## config.mk

```make
export PLATFORM = sky130hd
export DESIGN_NAME = bmu_core
export DESIGN_NICKNAME = d
export VERILOG_FILES = /design/src/rtl/bmu_pkg.sv /design/src/rtl/bmu_decode.sv /design/src/rtl/bmu_bitop.sv /design/src/rtl/bmu_fsm.sv /design/src/rtl/bmu_core.sv
export SDC_FILE = /design/constraint.sdc
export NUM_CORES = 1
export LEC_CHECK = 0
export BUFFER_PORTS_ARGS = -buffer_cell sky130_fd_sc_hd__buf_2
export CAP_MARGIN = 20
export CORE_MARGIN = 5
export CORE_UTILIZATION = 49
export CTS_BUF_LIST = sky130_fd_sc_hd__clkbuf_2
export DETAILED_ROUTE_END_ITERATION = 8
export HOLD_SLACK_MARGIN = 0.05
export PLACE_DENSITY_LB_ADDON = 0.3
export SLEW_MARGIN = 15
export SYNTH_ARGS = -nofsm -noshare
export SYNTH_HDL_FRONTEND = slang
export SYNTH_HIERARCHICAL = 1
export SYNTH_SLANG_ARGS = --single-unit
export TNS_END_PERCENT = 50
```

## constraint.sdc

```tcl
create_clock -name clk -period 3.11 [get_ports clk]
set_clock_uncertainty 0.1 [all_clocks]
set_input_delay 0.1555 -clock clk [delete_from_list [all_inputs] [get_ports clk]]
set_output_delay 0.1555 -clock clk [all_outputs]
set_load 0.03 [all_outputs]
```

## src/rtl/bmu_pkg.sv

```systemverilog
package bmu_pkg;

  localparam int BMU_BIT_W  = 3;
  localparam int BMU_DATA_W = 1 << BMU_BIT_W;

  typedef struct packed {
    logic                 legal;
    logic                 branch;  // test-branch kind
    logic                 clr;     // clear / branch-if-clear sense
    logic                 zp;      // zero-page target
    logic [BMU_BIT_W-1:0] bitn;
  } bmu_dec_t;

  typedef enum logic [2:0] {
    ST_IDLE,
    ST_RD,
    ST_CAP,
    ST_WR,
    ST_DONE
  } bmu_state_e;

  function automatic bmu_dec_t bmu_decode_op(input logic [7:0] op);
    bmu_dec_t d;
    d.bitn   = op[7:5];
    d.clr    = op[4];
    d.zp     = op[2];
    d.branch = (op[1:0] == 2'b00);
    d.legal  = !op[3] && ((op[1:0] == 2'b00) || (op[1:0] == 2'b11));
    return d;
  endfunction

endpackage

```

## src/rtl/bmu_decode.sv

```systemverilog
module bmu_decode
  import bmu_pkg::*;
(
  input  logic [7:0] opcode,
  output bmu_dec_t   dec
);

  always_comb dec = bmu_decode_op(opcode);

endmodule

```

## src/rtl/bmu_bitop.sv

```systemverilog
module bmu_bitop #(
  parameter int DATA_W = 8,
  localparam int BIT_W = $clog2(DATA_W)
) (
  input  logic [DATA_W-1:0] operand,
  input  logic [BIT_W-1:0]  bitn,
  input  logic              clr,
  output logic [DATA_W-1:0] modified,
  output logic              bit_val
);

  logic [DATA_W-1:0] sel;

  for (genvar i = 0; i < DATA_W; i++) begin : g_lane
    assign sel[i]      = (bitn == BIT_W'(i));
    assign modified[i] = sel[i] ? ~clr : operand[i];
  end

  assign bit_val = |(operand & sel);

endmodule

```

## src/rtl/bmu_fsm.sv

```systemverilog
module bmu_fsm
  import bmu_pkg::*;
(
  input  logic clk,
  input  logic rst_n,
  input  logic accept,
  input  logic need_mem,   // judged on the accepting cycle
  input  logic need_wr,    // judged in the capture cycle
  input  logic out_ready,
  output logic in_ready,
  output logic mem_rd,
  output logic mem_wr,
  output logic capture,
  output logic out_valid
);

  bmu_state_e st, st_nx;

  always_comb begin
    st_nx = st;
    unique case (st)
      ST_IDLE: if (accept) st_nx = need_mem ? ST_RD : ST_DONE;
      ST_RD:   st_nx = ST_CAP;
      ST_CAP:  st_nx = need_wr ? ST_WR : ST_DONE;
      ST_WR:   st_nx = ST_DONE;
      ST_DONE: if (out_ready) st_nx = ST_IDLE;
      default: st_nx = ST_IDLE;
    endcase
  end

  always_ff @(posedge clk or negedge rst_n) begin
    if (!rst_n) st <= ST_IDLE;
    else        st <= st_nx;
  end

  assign in_ready  = (st == ST_IDLE);
  assign mem_rd    = (st == ST_RD);
  assign capture   = (st == ST_CAP);
  assign mem_wr    = (st == ST_WR);
  assign out_valid = (st == ST_DONE);

endmodule

```

## src/rtl/bmu_core.sv

```systemverilog
module bmu_core
  import bmu_pkg::*;
#(
  parameter int PC_W  = 16,
  parameter int ZP_AW = 8,
  parameter int OFF_W = 8
) (
  input  logic                  clk,
  input  logic                  rst_n,
  input  logic                  in_valid,
  output logic                  in_ready,
  input  logic [7:0]            in_opcode,
  input  logic [ZP_AW-1:0]      in_zp_addr,
  input  logic [OFF_W-1:0]      in_offset,
  input  logic [PC_W-1:0]       in_next_pc,
  input  logic [BMU_DATA_W-1:0] in_acc,
  output logic [ZP_AW-1:0]      mem_addr,
  output logic                  mem_rd,
  output logic                  mem_wr,
  output logic [BMU_DATA_W-1:0] mem_wdata,
  input  logic [BMU_DATA_W-1:0] mem_rdata,
  output logic                  out_valid,
  input  logic                  out_ready,
  output logic [BMU_DATA_W-1:0] out_acc,
  output logic                  out_taken,
  output logic [PC_W-1:0]       out_target_pc,
  output logic                  out_illegal
);

  localparam int EXT_W = PC_W - OFF_W;

  bmu_dec_t              dec_in, cmd_q;
  logic [ZP_AW-1:0]      zp_q;
  logic [OFF_W-1:0]      off_q;
  logic [PC_W-1:0]       pc_q;
  logic [BMU_DATA_W-1:0] acc_q, data_q, operand, modified;
  logic                  accept, capture, bit_val, taken;
  logic [PC_W-1:0]       off_ext;

  bmu_decode u_dec (
    .opcode (in_opcode),
    .dec    (dec_in)
  );

  assign accept = in_valid & in_ready;

  always_ff @(posedge clk or negedge rst_n) begin
    if (!rst_n) begin
      cmd_q  <= '0;
      zp_q   <= '0;
      off_q  <= '0;
      pc_q   <= '0;
      acc_q  <= '0;
      data_q <= '0;
    end else begin
      if (accept) begin
        cmd_q <= dec_in;
        zp_q  <= in_zp_addr;
        off_q <= in_offset;
        pc_q  <= in_next_pc;
        acc_q <= in_acc;
      end
      if (capture) data_q <= mem_rdata;
    end
  end

  bmu_fsm u_fsm (
    .clk       (clk),
    .rst_n     (rst_n),
    .accept    (accept),
    .need_mem  (dec_in.legal & dec_in.zp),
    .need_wr   (~cmd_q.branch),
    .out_ready (out_ready),
    .in_ready  (in_ready),
    .mem_rd    (mem_rd),
    .mem_wr    (mem_wr),
    .capture   (capture),
    .out_valid (out_valid)
  );

  assign operand = cmd_q.zp ? data_q : acc_q;

  bmu_bitop #(.DATA_W(BMU_DATA_W)) u_bit (
    .operand  (operand),
    .bitn     (cmd_q.bitn),
    .clr      (cmd_q.clr),
    .modified (modified),
    .bit_val  (bit_val)
  );

  assign mem_addr  = zp_q;
  assign mem_wdata = modified;

  assign taken   = cmd_q.legal & cmd_q.branch & (bit_val != cmd_q.clr);
  assign off_ext = {{EXT_W{off_q[OFF_W-1]}}, off_q};

  assign out_taken     = taken;
  assign out_target_pc = taken ? pc_q + off_ext : pc_q;
  assign out_acc       = (cmd_q.legal & ~cmd_q.branch & ~cmd_q.zp) ? modified : acc_q;
  assign out_illegal   = ~cmd_q.legal;

endmodule

```

==> summary.log <==
[drt] first-iteration detailed-routing DRC count 116
[sta] count of final hold-check violations 0
[floorplan] area enclosed by the die boundary 9540 sq um
[global_routing] global router's overall resource usage 22.5%
[place] final HPWL from detailed placement 6840 um
[sta] smallest setup slack after layout -0.400 ns
[power_and_ir_drop] share of total power in sequential cells 22.2%
[synth] register area share after synthesis 38.5%
[floorplan] I/O pin total 106
[outcome] run status finished with violations
[cts] insertion delay to the later sink of the worst-skew pair 0.47 ns
[power_and_ir_drop] pwr/cell area 1260 nW/um^2
[sta] final max-slew violation count 0
[critical_path] worst-path maximum fanout 5
[sta] Tightest Pin Transition 0.685 ns
[global_routing] number of antenna violations at the first check in global routing 0
[global_routing] pin count of the biggest net entering global routing 47
[synth] netlist area before placement 3770 sq um
[sta] RSZ-0062 raised after global routing true
[global_routing] total grt overflow 0
[synth] Synth async-reset ratio 100%
[power_and_ir_drop] switch share 50.3%
[critical_path] Worst Setup End Kind primary output
[drt] post-route DRC violation count 0
[power_and_ir_drop] Clock Power Share 6.6%
[layout] antenna diode instance count 0
[floorplan] Core Region 7610 sq um
[sta] Max Clk Rate 0.285 GHz
[drt] Avg WL per Cell 16.8 um
[hold_path] type of the most critical hold path in -> async
[synth] fraction of post-synthesis cell area in the top cell type by area 38.5%
[drt] DR vias/cell 5.38
[synth] post-synthesis average cell area 10.7 sq um
[sta] post-route setup TNS -4.25 ns
[global_routing] number of global-route vias before repair 3599
[cts] TritonCTS clock tree done
[place] cell count after placement 550
[sta] setup violation total in the final timing report 17
[cts] clock tree buffer depth 2
[synth] synthesized flop and latch total 58
[power_and_ir_drop] combinational fraction of design power 71.2%
[critical_path] nature of the critical path startpoint register
[sta] final cycle utilization of the critical path 113%
[layout] fill cell count 530
[sta] final hold slack 0.135 ns
[power_and_ir_drop] Worst IR Drop VDD 788 uV
[run] number of max-cap violations 0
[layout] non-filler instance count after layout 634
[critical_path] number of cells on the worst reg-to-reg path 7
[place] IO Port Bufs 105
[drt] vias 3412
[critical_path] destination of the worst register-to-register timing path u_fsm/st[2]
[synth] top cell type by total area after synthesis dfrtp_1
[place] Setup Slack @ Placement -0.181 ns
[layout] fraction of final layout cells with drive strength greater than 1 47.6%
[cts] clock buffer count from CTS 9
[floorplan] starting utilization of the core area 49.5%
[synth] count of cell types in the netlist 60
[drt] count of TritonRoute iterations in the first routing pass 4
[power_and_ir_drop] static leakage 2.55 nW
[cts] clock-pin slew on the worst setup and hold paths 0.16 ns
[synth] Post-Syn Instances 352
[floorplan] vertical die dimension 97.7 um
[drt] number of nets with antenna violations after detailed routing 0
[outcome] violations in the final reports setup timing
[cts] TritonCTS Sinks 58
[critical_path] launch instance of the worst register-to-register path u_fsm/st[1]
[layout] synth-to-layout area growth 46.2%
[sta] headroom to the max-slew limit 54.1%
[power_and_ir_drop] reported net switching power 3.50 mW
[layout] net count reported at finish 604
[critical_path] required arrival time at the worst endpoint 2.85 ns
[critical_path] minimum setup slack among reg-to-reg paths 0.39 ns
[synth] most used flip-flop cell after synthesis dfrtp_1
[sta] time the worst path needs with I/O delays and setup 3.51 ns
[drt] wire length after detailed routing 10600 um
[cts] library cell used as clock root buffer clkbuf_2
[cts] CTS HTree Levels 3
[floorplan] FP Rows 32
[critical_path] Setup Crit Path Kind reg -> out
[floorplan] Die W 97.7 um
[power_and_ir_drop] total internal power 3.46 mW
[synth] cell types occupying the most area after synthesis dfrtp_1, mux2_2, ha_1, nand2_1, mux2i_1
[critical_path] Critical Path AT 3.25 ns
[synth] EDFF count, synth 0
[synth] net count of the mapped netlist 429
[global_routing] wire length of the first global-routing pass 17400 um
[place] final weighted congestion in routability-driven placement 0.890
[synth] number of warning messages in the yosys log 6
kinds of logic after synthesis:
family / Yosys count / synth area share, %
simple gates: 84 / 11.8
xor+xnor: 7 / 1.63
buf+inv: 41 / 5.45
mux: 79 / 24.2
flops: 58 / 38.5
compound gates: 66 / 12.6
fa+ha+maj: 17 / 5.85
critical path: stages, from the launching register on:
cell and delay (ns):
dfrtp_2 0.43, buf_6 0.13, mux2_4 0.30, mux4_2 0.47
mux2_4 0.29, xor2_2 0.14, nand3_2 0.14, buf_6 0.14
or3_4 0.33, a22oi_2 0.14, a2111o_1 0.15, buf_6 0.13
per-layer routing:
metal / wire length, um / vias to the layer above / track usage, %
met5: 0 / - / 0
met4: 202 / 0 / 7.14
met3: 521 / 17 / 5.46
met2: 5490 / 110 / 39.1
met1: 4410 / 1649 / 27.4
li1: - / 1636 / -
stage by stage:
step                utilization (%)  instance area, sq um  total power [mW]
global placement               57.9                  4410              5.72
floorplan                         -                  3790              4.77
detailed placement             57.9                  4410              5.81
finish                         72.4                  5510              6.96
CTS                            71.5                  5440              6.81
global route                   72.4                  5510              7.41
placed cells by master, fill, tap and decap left out, types with 3 or more instances in the layout:
cell type,n
inv_1,17
a211oi_1,4
nand3b_1,5
clkbuf_2,12
dfrtp_1,57
nand4_1,3
mux2i_1,8
a21oi_1,14
nand2_2,5
nand2_1,25
nor3_1,3
dlygate4sd3_1,60
nor3b_1,6
xnor2_1,3
or3_1,3
buf_4,13
ha_1,16
nor2_1,10
a21o_1,4
o31ai_4,3
buf_2,87
mux2_2,67
nand3_2,4
o21ai_2,6
xor2_1,3
o21ai_0,7
buf_6,23
nor4_1,3
nand2_4,3
power groups by stage:
stage | Clock [mW] | Combinational, mW | Sequential (mW)
floorplan | 0 | 3.30 | 1.47
global placement | 0 | 4.19 | 1.53
CTS | 0.472 | 4.82 | 1.52
detailed placement | 0 | 4.27 | 1.54
finish | 0.460 | 4.96 | 1.54
global route | 0.516 | 5.30 | 1.59
sequential cells by signal (all words and copies together), names as in the netlist:
register / count
cmd_q: 7
u_fsm/st: 3
pc_q: 16
off_q: 8
acc_q: 8
mem_addr: 8
data_q: 8
cell usage after synthesis, drive strengths merged (2+ instances only):
master and count:
buf 10, nor3b 8, mux2i 8, nand3 5
dfrtp 58, a21o 4, and2 3, or4 2
nand2 33, o21ai 15, xor2 4, a2111oi 2
or3 4, mux2 69, nor3 4, a211oi 4
nor4 3, a21oi 15, o41ai 2, a41oi 2
nand3b 5, nand4 3, o31a 2, nor2b 2
ha 16, inv 19, nor2 10, o31ai 6
clkbuf 12, xnor2 3, mux4 2
what timing repair did:
item / CTS / global route
resized for setup: 81 / 13
gates cloned: 1 / 0
buffers inserted: 6 / 1
endpoints found under the hold margin: 102 / 0
pin swaps: 17 / 7
setup endpoints to repair: 17 / 17
hold buffers: 60 / 0
layout make-up:
type,count,area [sq um],area share (%)
Clock buffer,12,60.1,1.09
Clock inverter,4,42.5,0.773
Inverter,19,78.8,1.43
Multi-Input combinational cell,253,2280,41.5
Sequential cell,58,1450,26.4
Tap cell,102,128,2.32
Timing Repair Buffer,186,1460,26.5
worst max-delay path by stage:
stage             start           endpoint  cells past startpoint
2_1_floorplan  cmd_q[3]  out_target_pc[10]                      8
3_3_place_gp   cmd_q[3]  out_target_pc[11]                      8
3_5_place_dp   cmd_q[3]  out_target_pc[15]                      9
4_1_cts        cmd_q[3]  out_target_pc[15]                     11
5_1_grt        cmd_q[3]  out_target_pc[15]                     11
6_report       cmd_q[3]  out_target_pc[15]                     11
Note: power is estimated with default switching activity, not from simulation.
